<file path="src/rtl/dpot_i2c_pkg.sv">
package dpot_i2c_pkg;
  localparam int unsigned NUM_CH  = 4;
  localparam int unsigned CH_W    = $clog2(NUM_CH);
  localparam int unsigned DATA_W  = 8;
  localparam int unsigned GPO_W   = 2;
  localparam int unsigned CNT_W   = $clog2(DATA_W + 2);
  localparam logic [4:0]  DEV_HI  = 5'b01011;
  localparam logic [DATA_W-1:0] MIDSCALE = DATA_W'(1) << (DATA_W - 1);

  typedef enum logic [2:0] {
    ST_IDLE, ST_ADDR, ST_INSTR, ST_DATA, ST_READ, ST_SKIP
  } bus_state_e;

  typedef struct packed {
    logic [CH_W-1:0]  ch;
    logic             rst_mid;
    logic             shdn;
    logic [GPO_W-1:0] gpo;
  } instr_t;

  function automatic instr_t decode_instr(input logic [DATA_W-1:0] b);
    instr_t r;
    r.ch      = b[6:5];
    r.rst_mid = b[4];
    r.shdn    = b[3];
    r.gpo     = {b[2], b[1]};
    return r;
  endfunction
endpackage

</file>
<file path="src/rtl/i2c_line_cond.sv">
module i2c_line_cond #(
  parameter int unsigned SYNC_STAGES = 2
) (
  input  logic clk_i,
  input  logic rst_ni,
  input  logic scl_i,
  input  logic sda_i,
  output logic scl_o,
  output logic sda_o,
  output logic scl_rise_o,
  output logic scl_fall_o,
  output logic start_o,
  output logic stop_o
);
  logic [SYNC_STAGES-1:0] scl_sync, sda_sync, scl_nxt, sda_nxt;
  logic scl_prev, sda_prev;

  generate
    if (SYNC_STAGES == 1) begin : g_single
      assign scl_nxt = scl_i;
      assign sda_nxt = sda_i;
    end else begin : g_chain
      assign scl_nxt = {scl_sync[SYNC_STAGES-2:0], scl_i};
      assign sda_nxt = {sda_sync[SYNC_STAGES-2:0], sda_i};
    end
  endgenerate

  always_ff @(posedge clk_i or negedge rst_ni) begin
    if (!rst_ni) begin
      scl_sync <= '1;
      sda_sync <= '1;
      scl_prev <= 1'b1;
      sda_prev <= 1'b1;
    end else begin
      scl_sync <= scl_nxt;
      sda_sync <= sda_nxt;
      scl_prev <= scl_sync[SYNC_STAGES-1];
      sda_prev <= sda_sync[SYNC_STAGES-1];
    end
  end

  assign scl_o      = scl_sync[SYNC_STAGES-1];
  assign sda_o      = sda_sync[SYNC_STAGES-1];
  assign scl_rise_o = scl_o & ~scl_prev;
  assign scl_fall_o = ~scl_o & scl_prev;
  // SDA edge while SCL stays high
  assign start_o    = scl_o & scl_prev & sda_prev & ~sda_o;
  assign stop_o     = scl_o & scl_prev & ~sda_prev & sda_o;
endmodule

</file>
<file path="src/rtl/i2c_cmd_fsm.sv">
module i2c_cmd_fsm
  import dpot_i2c_pkg::*;
(
  input  logic              clk_i,
  input  logic              rst_ni,
  input  logic              scl_lvl_i,
  input  logic              sda_lvl_i,
  input  logic              scl_rise_i,
  input  logic              scl_fall_i,
  input  logic              start_i,
  input  logic              stop_i,
  input  logic [1:0]        strap_i,
  input  logic [DATA_W-1:0] rd_byte_i,
  output logic              sda_oe_o,
  output logic              cmd_valid_o,
  output logic [DATA_W-1:0] cmd_byte_o,
  output logic              wr_valid_o,
  output logic [DATA_W-1:0] wr_byte_o
);
  bus_state_e        state_q;
  logic [CNT_W-1:0]  cnt_q;
  logic [DATA_W-1:0] shreg_q, tx_q;
  logic              ack_q, oe_q, rnw_q;
  logic              byte_done, addr_ok, rx_state;

  assign rx_state  = (state_q == ST_ADDR) || (state_q == ST_INSTR) || (state_q == ST_DATA);
  assign byte_done = rx_state && scl_fall_i && !ack_q && (cnt_q == CNT_W'(DATA_W));
  assign addr_ok   = (shreg_q[DATA_W-1:1] == {DEV_HI, strap_i});

  always_ff @(posedge clk_i or negedge rst_ni) begin
    if (!rst_ni) begin
      state_q <= ST_IDLE;
      cnt_q   <= '0;
      shreg_q <= '0;
      tx_q    <= '0;
      ack_q   <= 1'b0;
      oe_q    <= 1'b0;
      rnw_q   <= 1'b0;
    end else if (stop_i) begin
      state_q <= ST_IDLE;
      cnt_q   <= '0;
      ack_q   <= 1'b0;
      oe_q    <= 1'b0;
    end else if (start_i) begin
      state_q <= ST_ADDR;
      cnt_q   <= '0;
      ack_q   <= 1'b0;
      oe_q    <= 1'b0;
    end else begin
      unique case (state_q)
        ST_ADDR, ST_INSTR, ST_DATA: begin
          if (scl_rise_i && !ack_q && cnt_q != CNT_W'(DATA_W)) begin
            shreg_q <= {shreg_q[DATA_W-2:0], sda_lvl_i};
            cnt_q   <= cnt_q + 1'b1;
          end else if (scl_fall_i && ack_q) begin
            ack_q <= 1'b0;
            cnt_q <= '0;
            oe_q  <= 1'b0;
            unique case (state_q)
              ST_ADDR: begin
                if (rnw_q) begin
                  state_q <= ST_READ;
                  tx_q    <= rd_byte_i;
                  oe_q    <= ~rd_byte_i[DATA_W-1];
                end else begin
                  state_q <= ST_INSTR;
                end
              end
              ST_INSTR: state_q <= ST_DATA;
              default:  state_q <= ST_SKIP;
            endcase
          end else if (byte_done) begin
            if (state_q == ST_ADDR && !addr_ok) begin
              state_q <= ST_SKIP;
            end else begin
              ack_q <= 1'b1;
              oe_q  <= 1'b1;
              if (state_q == ST_ADDR) rnw_q <= shreg_q[0];
            end
          end
        end
        ST_READ: begin
          if (scl_rise_i) begin
            cnt_q <= cnt_q + 1'b1;
          end else if (scl_fall_i) begin
            if (cnt_q == CNT_W'(DATA_W)) begin
              oe_q    <= 1'b0;
              state_q <= ST_SKIP;
            end else begin
              tx_q <= {tx_q[DATA_W-2:0], 1'b0};
              oe_q <= ~tx_q[DATA_W-2];
            end
          end
        end
        default: ;
      endcase
    end
  end

  assign sda_oe_o    = oe_q;
  assign cmd_valid_o = byte_done && (state_q == ST_INSTR);
  assign wr_valid_o  = byte_done && (state_q == ST_DATA);
  assign cmd_byte_o  = shreg_q;
  assign wr_byte_o   = shreg_q;

  AST_DRIVE_SCL_LOW: assert property (@(posedge clk_i) disable iff (!rst_ni)
    $rose(oe_q) |-> !scl_lvl_i);
  AST_SKIP_RELEASED: assert property (@(posedge clk_i) disable iff (!rst_ni)
    (state_q == ST_SKIP) |-> !oe_q);
  AST_ABORT_RELEASE: assert property (@(posedge clk_i) disable iff (!rst_ni)
    (start_i || stop_i) |=> !oe_q);
  AST_IDLE_QUIET: assert property (@(posedge clk_i) disable iff (!rst_ni)
    (state_q == ST_IDLE) |-> !oe_q);
endmodule

</file>
<file path="src/rtl/wiper_bank.sv">
module wiper_bank
  import dpot_i2c_pkg::*;
(
  input  logic                     clk_i,
  input  logic                     rst_ni,
  input  logic                     cmd_valid_i,
  input  logic [DATA_W-1:0]        cmd_byte_i,
  input  logic                     wr_valid_i,
  input  logic [DATA_W-1:0]        wr_byte_i,
  output logic [NUM_CH*DATA_W-1:0] wiper_o,
  output logic [NUM_CH-1:0]        shdn_o,
  output logic [GPO_W-1:0]         gpo_o,
  output logic [DATA_W-1:0]        rd_byte_o
);
  instr_t            ins;
  logic [CH_W-1:0]   sel_q;
  logic [GPO_W-1:0]  gpo_q;
  logic [DATA_W-1:0] wiper_q [NUM_CH];
  logic [NUM_CH-1:0] shdn_q;

  assign ins = decode_instr(cmd_byte_i);

  always_ff @(posedge clk_i or negedge rst_ni) begin
    if (!rst_ni) begin
      sel_q <= '0;
      gpo_q <= '0;
    end else if (cmd_valid_i) begin
      sel_q <= ins.ch;
      gpo_q <= ins.gpo;
    end
  end

  for (genvar g = 0; g < NUM_CH; g++) begin : g_ch
    always_ff @(posedge clk_i or negedge rst_ni) begin
      if (!rst_ni) begin
        wiper_q[g] <= MIDSCALE;
        shdn_q[g]  <= 1'b0;
      end else if (cmd_valid_i && ins.ch == CH_W'(g)) begin
        if (ins.rst_mid) wiper_q[g] <= MIDSCALE;
        shdn_q[g] <= ins.shdn;
      end else if (wr_valid_i && sel_q == CH_W'(g)) begin
        wiper_q[g] <= wr_byte_i;
      end
    end
    assign wiper_o[g*DATA_W +: DATA_W] = wiper_q[g];

    AST_RS_MIDSCALE: assert property (@(posedge clk_i) disable iff (!rst_ni)
      (cmd_valid_i && ins.rst_mid && ins.ch == CH_W'(g)) |=> (wiper_q[g] == MIDSCALE));
    AST_SD_KEEPS_WIPER: assert property (@(posedge clk_i) disable iff (!rst_ni)
      (cmd_valid_i && !ins.rst_mid) |=> $stable(wiper_q[g]));
    AST_SD_STICKY: assert property (@(posedge clk_i) disable iff (!rst_ni)
      !cmd_valid_i |=> $stable(shdn_q[g]));
  end

  assign shdn_o    = shdn_q;
  assign gpo_o     = gpo_q;
  assign rd_byte_o = wiper_q[sel_q];
endmodule

</file>
<file path="src/rtl/dpot_i2c_slave.sv">
module dpot_i2c_slave
  import dpot_i2c_pkg::*;
#(
  parameter int unsigned SYNC_STAGES = 2
) (
  input  logic                     clk_i,
  input  logic                     rst_ni,
  input  logic                     scl_i,
  input  logic                     sda_i,
  output logic                     sda_oe_o,
  input  logic [1:0]               strap_i,
  output logic [NUM_CH*DATA_W-1:0] wiper_o,
  output logic [NUM_CH-1:0]        shdn_o,
  output logic [GPO_W-1:0]         gpo_o
);
  logic scl_lvl, sda_lvl, scl_rise, scl_fall, start_evt, stop_evt;
  logic cmd_valid, wr_valid;
  logic [DATA_W-1:0] cmd_byte, wr_byte, rd_byte;

  i2c_line_cond #(.SYNC_STAGES(SYNC_STAGES)) i_line (
    .clk_i, .rst_ni, .scl_i, .sda_i,
    .scl_o(scl_lvl), .sda_o(sda_lvl),
    .scl_rise_o(scl_rise), .scl_fall_o(scl_fall),
    .start_o(start_evt), .stop_o(stop_evt)
  );

  i2c_cmd_fsm i_fsm (
    .clk_i, .rst_ni,
    .scl_lvl_i(scl_lvl), .sda_lvl_i(sda_lvl),
    .scl_rise_i(scl_rise), .scl_fall_i(scl_fall),
    .start_i(start_evt), .stop_i(stop_evt),
    .strap_i, .rd_byte_i(rd_byte),
    .sda_oe_o,
    .cmd_valid_o(cmd_valid), .cmd_byte_o(cmd_byte),
    .wr_valid_o(wr_valid), .wr_byte_o(wr_byte)
  );

  wiper_bank i_bank (
    .clk_i, .rst_ni,
    .cmd_valid_i(cmd_valid), .cmd_byte_i(cmd_byte),
    .wr_valid_i(wr_valid), .wr_byte_i(wr_byte),
    .wiper_o, .shdn_o, .gpo_o, .rd_byte_o(rd_byte)
  );

  AST_ONE_UPDATE: assert property (@(posedge clk_i) disable iff (!rst_ni)
    !(cmd_valid && wr_valid));
endmodule

</file>
<file path="config.mk">
export PLATFORM = sky130hd
export DESIGN_NAME = dpot_i2c_slave
export DESIGN_NICKNAME = d
export VERILOG_FILES = /design/src/rtl/dpot_i2c_pkg.sv /design/src/rtl/i2c_line_cond.sv /design/src/rtl/i2c_cmd_fsm.sv /design/src/rtl/wiper_bank.sv /design/src/rtl/dpot_i2c_slave.sv
export SDC_FILE = /design/constraint.sdc
export NUM_CORES = 1
export LEC_CHECK = 0
export BUFFER_PORTS_ARGS = -buffer_cell sky130_fd_sc_hd__buf_4
export CORE_ASPECT_RATIO = 1.4
export CORE_MARGIN = 3
export CORE_UTILIZATION = 58
export CTS_CLUSTER_SIZE = 28
export DETAILED_ROUTE_END_ITERATION = 10
export GPL_ROUTABILITY_DRIVEN = 1
export PLACE_DENSITY = 0.8
export SLEW_MARGIN = 10
export SYNTH_ARGS = -nofsm -noshare
export SYNTH_HDL_FRONTEND = slang
export SYNTH_SLANG_ARGS = --single-unit
</file>
<file path="constraint.sdc">
create_clock -name clk_i -period 2.9 [get_ports clk_i]
set_clock_uncertainty 0.15 [all_clocks]
set_input_delay 0.58 -clock clk_i [delete_from_list [all_inputs] [get_ports clk_i]]
set_output_delay 0.58 -clock clk_i [all_outputs]
set_load 0.02 [all_outputs]
</file>
==> results of run 1 <==
-- final timing paths --
path	start	end	depth (start not counted)
setup / recovery	i_fsm.cnt_q[1]$_DFFE_PN0P_	i_bank.wiper_o[9]$_DFFE_PN0P_	7
hold / removal	sda_i	i_line.sda_sync[0]$_DFF_PN1_	1
setup reg to reg	i_fsm.cnt_q[1]$_DFFE_PN0P_	i_bank.wiper_o[9]$_DFFE_PN0P_	7
hold reg to reg	i_line.scl_sync[0]$_DFF_PN1_	i_line.scl_sync[1]$_DFF_PN1_	0
max in group asynchronous	rst_ni	i_bank.wiper_o[2]$_DFFE_PN0P_	1
min in group asynchronous	rst_ni	i_fsm.state_q[2]$_DFFE_PN0P_	1
-- layout make-up --
type                            count  area, um2
Clock inverter                      4       70.1
Sequential cell                    71       1790
Clock buffer                       11        141
Inverter                            7       26.3
Timing Repair Buffer               48        360
Multi-Input combinational cell    251       1640
Tap cell                           70       87.6
Fill cell                         459       1790
-- cells by family after synthesis --
family / after synthesis
AND/OR/NAND/NOR: 179
flip-flops: 71
AO/OA/AOI/OAI: 41
buffers and inverters: 29
multiplexers: 25
XOR/XNOR: 4
adder cells (fa/ha/maj): 2
-- layout by cell type, fill, tap and decap left out, drive strengths merged, types with 2 or more instances in the layout --
cell / count
a21oi: 9
a22oi: 2
a31oi: 6
buf: 48
bufinv: 2
clkbuf: 11
clkinv: 2
dfrtp: 61
dfstp: 10
ha: 2
inv: 7
mux2: 17
mux4: 8
nand2: 82
nand2b: 3
nand3: 36
nand3b: 3
nand4: 3
nor2: 21
nor2b: 4
nor3: 6
nor3b: 4
nor4: 4
o211ai: 2
o21ai: 10
or3: 2
or4: 3
or4b: 2
xnor2: 3
-- critical path, stage by stage (launching register included) --
cell and delay (ns):
dfrtp_1 0.42, inv_1 0.10, ha_1 0.21, nand3b_4 0.11
or4_4 0.60, or4b_1 0.69, nand3_1 0.16, nand2_1 0.07
-- flip-flops by register name (all words and copies together) (netlist names) --
register / count
i_fsm.cmd_byte_o: 8
i_line.scl_sync: 2
i_fsm.state_q: 3
i_fsm.tx_q: 7
i_line.scl_prev: 1
i_fsm.ack_q: 1
i_bank.gpo_o: 2
i_fsm.rnw_q: 1
i_line.sda_prev: 1
i_bank.wiper_o: 32
i_fsm.cnt_q: 4
i_bank.sel_q: 2
i_bank.shdn_o: 4
i_line.sda_sync: 2
i_fsm.sda_oe_o: 1
-- metrics by stage --
stage | hold WS, ns | power, W
after floorplan | 0.134 | 0.00160
after global placement | 0.196 | 0.00173
after detailed placement | 0.197 | 0.00175
after CTS | 0.179 | 0.00259
after global routing | 0.177 | 0.00271
final | 0.192 | 0.00258
-- power by group through the flow --
stage	Clock [W]	Sequential, W	Combinational, W
after floorplan	0	0.00120	0.000399
after global placement	0	0.00131	0.000420
after detailed placement	0	0.00132	0.000429
after CTS	0.000857	0.00130	0.000433
after global routing	0.000904	0.00132	0.000486
final	0.000843	0.00131	0.000431
-- metal layers --
| layer | share of wire [%] | GRT usage, % |
|---|---|---|
| met1 | 40 | 32.8 |
| met5 | 0 | 0 |
| met3 | 4.9 | 4.08 |
| met2 | 52 | 41.4 |
| met4 | 2.4 | 10.4 |
==> flow_metrics.tcl, run 1 <==
set metrics [dict create \
    ctsResizeCount 0 \
    finalCriticalPeriod_ns 2.62 \
    outcome "finished clean" \
    die_width_um 72.1 \
    core_um2 5900 \
    drive_gt1_share_pct 27.8 \
    worst-r2r-setup-slack_ns 0.28 \
    synth_adder_area_share_pct 0.704 \
    ios 45 \
    place_ws_ns 0.315 \
    yosysWarnings 0 \
    cts_buffers 9 \
    worstPathArrival_ns 2.69 \
    drv_slew 0 \
    synth-xor-area-share_pct 0.986 \
    ys.flop_type "dfrtp_1" \
    start_kind "register" \
    start_util_pct 60.2 \
    critPathRequiredTime_ns 2.97 \
    critPathCaptureType "register" \
    antennaDiodeCount 0 \
    p_int_w 0.00181 \
    die_area_um2 7110 \
    power_density_nw_per_um2 628 \
    p_leak_nw 1.94 \
    synthToLayoutAreaGrowth_pct 15.7 \
    synth_cells 351 \
    synth_mux_area_share_pct 10.5 \
    place.gp.congestion 0.869 \
    grt_max_degree 72 \
    rsz0062_at_grt "no" \
    vias 2804 \
    synth_edf_count 0 \
    routedWlPerCell_um 18.1 \
    p_sw_w 0.000771 \
    synth_most_common_cell "nand2_1" \
    p_sw_share_pct 29.9 \
    postSynthAreaPerCell_um2 10.1 \
    grt_use_total_pct 25.2 \
    hold_class "in -> reg" \
    num_rows 33 \
    htreeDepth 3 \
    clk_latency_ns 0.34 \
    die_y_um 98.6 \
    yosys.area_share.simple_pct 25.7 \
    clk_pin_slew_worst_paths_ns 0.07 \
    maxSlewHeadroom_pct 41.5 \
    drt_pass1_iterations 4 \
    ys_types 54 \
    synth_top_area_cell "dfrtp_1" \
    post-route-period-util_pct 90.3 \
    synth_area_leaders "dfrtp_1 (43%), nand2_1 (8.7%), dfstp_2 (7.4%), mux2_2 (5.4%), nand3_1 (5.1%)" \
    synth_top_family_by_area "simple AND/OR/NAND/NOR gates" \
    fin_ws_ns 0.281 \
    drc 0 \
    grt_overflow 0 \
    fmax_mhz 382 \
    yosys_register_bits 71 \
    cts-root-to-sink-buffers 2 \
    ir_drop_mv 0.480 \
    grt_pass1_vias 2726 \
    layoutNonFillerInstCount 462 \
    pwr-share-seq_pct 50.6 \
    routed_via_density 6.07 \
    finalSetupTns_ns 0 \
    netlist.area_leader.share_pct 43.0 \
    routed_wl_um 8350 \
    detailed_place_hpwl_um 5960 \
    synth_nets 359 \
    pwr-share-clk_pct 32.7 \
    postLayoutCellArea_um2 4110 \
    root_buffer "clkbuf_8" \
    grt_pass1_wl_um 13800 \
    finalSetupViolCount 0 \
    synth-seq-area-share_pct 50.4 \
    clock_sinks 71 \
    cts_tree "done" \
    final_util_pct 69.6 \
    portBuffers 44 \
    antenna_found_initial 0 \
    worstMarginPinSlew_ns 0.877 \
    async_flop_share_pct 100 \
    synth.cell_area_um2 3550 \
    ys_top_cells_by_count "nand2_1 (82), dfrtp_1 (61), nand3_1 (36), nor2_1 (21), mux2_2 (17)" \
    criticalPathCategory "reg -> reg" \
    pwr-share-comb_pct 16.7 \
    postCtsSetupBuffers 0 \
    place_area_um2 3900 \
    drt_iter0_markers 179 \
    hold_buffers 0 \
    hold_viol_final 0 \
    worstPathMaxFanout 9 \
    synth_compound_area_share_pct 8.14 \
    cap_violations 0 \
    final_nets 396 \
    placed_cells 447 \
    ant_nets 0 \
]
Power figures use the tool's default switching activity.
==> run 2: changes to the inputs <==
--- a/config.mk
+++ b/config.mk
@@ -8,11 +8,11 @@
 export BUFFER_PORTS_ARGS = -buffer_cell sky130_fd_sc_hd__buf_4
 export CORE_ASPECT_RATIO = 1.4
 export CORE_MARGIN = 3
-export CORE_UTILIZATION = 58
+export CORE_UTILIZATION = 52
 export CTS_CLUSTER_SIZE = 28
 export DETAILED_ROUTE_END_ITERATION = 10
 export GPL_ROUTABILITY_DRIVEN = 1
-export PLACE_DENSITY = 0.8
+export PLACE_DENSITY = 0.76
 export SLEW_MARGIN = 10
 export SYNTH_ARGS = -nofsm -noshare
 export SYNTH_HDL_FRONTEND = slang
==> constraint.sdc (replaced) <==
create_clock -name clk_i -period 2.4 [get_ports clk_i]
set_clock_uncertainty 0.15 [all_clocks]
set_input_delay 0.48 -clock clk_i [delete_from_list [all_inputs] [get_ports clk_i]]
set_output_delay 0.48 -clock clk_i [all_outputs]
set_load 0.02 [all_outputs]
==> flow_metrics.tcl, run 2 (synthesis results as in run 1) <==
set metrics [dict create \
    drt_pass1_iterations 5 \
    worstPathArrival_ns 2.41 \
    vias 2847 \
    post-route-period-util_pct 97.8 \
    outcome "finished clean" \
    root_buffer "clkbuf_8" \
    worstHoldEndpoint "i_line.scl_sync[0]$_DFF_PN1_" \
    mostFrequentLayoutCells "nand2_1 (82), buf_4 (70), dfrtp_1 (61), nand3_1 (35), nor2_1 (21)" \
    htreeDepth 3 \
    critPathCaptureType "register" \
    finalSetupViolCount 0 \
    finalCriticalPeriod_ns 2.35 \
    drc 0 \
    whs_ns 0.0909 \
    ant_nets 0 \
    drt_iter0_markers 197 \
    largest_reg_flops 32 \
    final_common_cell "nand2_1" \
    cts_tree "done" \
    cts-root-to-sink-buffers 2 \
    grt_pass1_vias 2832 \
    core_um2 6610 \
    drv_slew 0 \
    pwr-share-comb_pct 20.7 \
    use_met2_pct 38.4 \
    portBuffers 44 \
    p_int_w 0.00222 \
    r2r-end "i_bank.wiper_o[2]$_DFFE_PN0P_" \
    die_width_um 75.9 \
    p_sw_w 0.000985 \
    place.gp.congestion 0.986 \
    final_nets 421 \
    ios 45 \
    worstHoldStart "scl_i" \
    hold_class "in -> reg" \
    grt_use_met3_pct 3.50 \
    fmax_mhz 426 \
    pwr-share-clk_pct 31.5 \
    cap_violations 0 \
    critPathRequiredTime_ns 2.47 \
    criticalPathCategory "reg -> reg" \
    p_leak_nw 2.07 \
    detailed_place_hpwl_um 6310 \
    layoutNonFillerInstCount 510 \
    maxSlewHeadroom_pct 67.7 \
    routed_wl_um 8720 \
    antenna_found_initial 0 \
    die_y_um 104 \
    worstPathMaxFanout 8 \
    grt_overflow 0 \
    grt_use_total_pct 24.6 \
    met1_usage_pct 34.1 \
    start_kind "register" \
    clk_latency_ns 0.34 \
    drive_gt1_share_pct 34.0 \
    grt_max_degree 39 \
    routed_via_density 5.58 \
    power_density_nw_per_um2 730 \
    num_rows 35 \
    worstRegToRegCells 7 \
    die_area_um2 7870 \
    grt_pass1_wl_um 14800 \
    hold_path_depth 1 \
    cts_buffers 9 \
    pwr-share-seq_pct 47.8 \
    clock_sinks 71 \
    worst-r2r-setup-slack_ns 0.05 \
    antennaDiodeCount 0 \
    clk_pin_slew_worst_paths_ns 0.08 \
    hold_viol_final 0 \
    p_sw_share_pct 30.8 \
    start_util_pct 53.7 \
    grt.busiest_layer "met2" \
    ir_drop_mv 0.440 \
    synthToLayoutAreaGrowth_pct 23.4 \
    reg2reg_from "i_fsm.cnt_q[0]$_DFFE_PN0P_" \
    worstMarginPinSlew_ns 0.484 \
    routedWlPerCell_um 17.1 \
    placed_cells 492 \
    rsz0062_at_grt "yes" \
]
-- run 2: changes by cell type in the layout (fill, tap and decap cells not counted), sizes merged --
cell / before / now
buf: 48 / 72
bufinv: 2 / 1
clkbuf: 11 / 12
clkinv: 2 / 1
clkinvlp: 0 / 1
dlygate4sd3: 0 / 1
inv: 7 / 8
-- run 2: worst max path at each step --
stage | start | endpoint | cells past startpoint
2_1_floorplan | i_fsm.cnt_q[0]$_DFFE_PN0P_ | i_bank.wiper_o[10]$_DFFE_PN0P_ | 9
3_3_place_gp | i_fsm.cnt_q[1]$_DFFE_PN0P_ | i_bank.wiper_o[14]$_DFFE_PN0P_ | 7
3_5_place_dp | i_fsm.cnt_q[1]$_DFFE_PN0P_ | i_bank.wiper_o[14]$_DFFE_PN0P_ | 7
4_1_cts | i_fsm.cnt_q[1]$_DFFE_PN0P_ | i_bank.wiper_o[2]$_DFFE_PN0P_ | 7
5_1_grt | i_fsm.state_q[2]$_DFFE_PN0P_ | i_bank.wiper_o[2]$_DFFE_PN0P_ | 7
6_report | i_fsm.cnt_q[0]$_DFFE_PN0P_ | i_bank.wiper_o[2]$_DFFE_PN0P_ | 7
-- run 2: area by class of cell --
type / instances / area [um2]
Clock buffer: 12 / 165
Clock inverter: 4 / 51.3
Fill cell: 513 / 2230
Inverter: 7 / 26.3
Multi-Input combinational cell: 251 / 1670
Sequential cell: 71 / 1790
Tap cell: 92 / 115
Timing Repair Buffer: 73 / 567
-- run 2: repair_timing --
| action | in CTS | in global routing |
|---|---|---|
| buffers inserted | 0 | 1 |
| hold buffers | 1 | 0 |
| pin swaps | 0 | 3 |
| resized for setup | 2 | 6 |
| endpoints found under the hold margin | 32 | 0 |
| setup endpoints to repair | 3 | 30 |
-- run 2: through the flow --
step                utilization [%]  cell area, um2  setup slack (ns)  power [W]  setup TNS (ns)
floorplan                         -            3550          0.000729    0.00193               0
finish                         66.3            4380            0.0528    0.00320               0
CTS                            65.8            4350           0.00363    0.00320               0
detailed placement             62.2            4110           0.00661    0.00219               0
global route                   66.3            4380           -0.0630    0.00339          -0.566
global placement               62.2            4110            0.0554    0.00217               0
-- run 2: power by group through the flow --
| stage | logic [W] | registers, W | clock network, W |
|---|---|---|---|
| after CTS | 0.000645 | 0.00153 | 0.00102 |
| after global placement | 0.000625 | 0.00154 | 0 |
| after detailed placement | 0.000639 | 0.00155 | 0 |
| after floorplan | 0.000485 | 0.00144 | 0 |
| after global routing | 0.000743 | 0.00156 | 0.00109 |
| final | 0.000662 | 0.00153 | 0.00101 |
-- run 2: worst max-delay path: stages (launching register included) --
cell	delay (ns)
dfrtp_1	0.39
inv_1	0.11
ha_4	0.15
nand3b_4	0.07
or4_4	0.60
or4_4	0.57
nand3_1	0.11
nand2_1	0.08
-- run 2: routing by layer --
metal  vias up  wire length, um
met1      1389             3610
li1       1356                -
met4         0              238
met3        17              339
met5         -                0
met2        85             4530
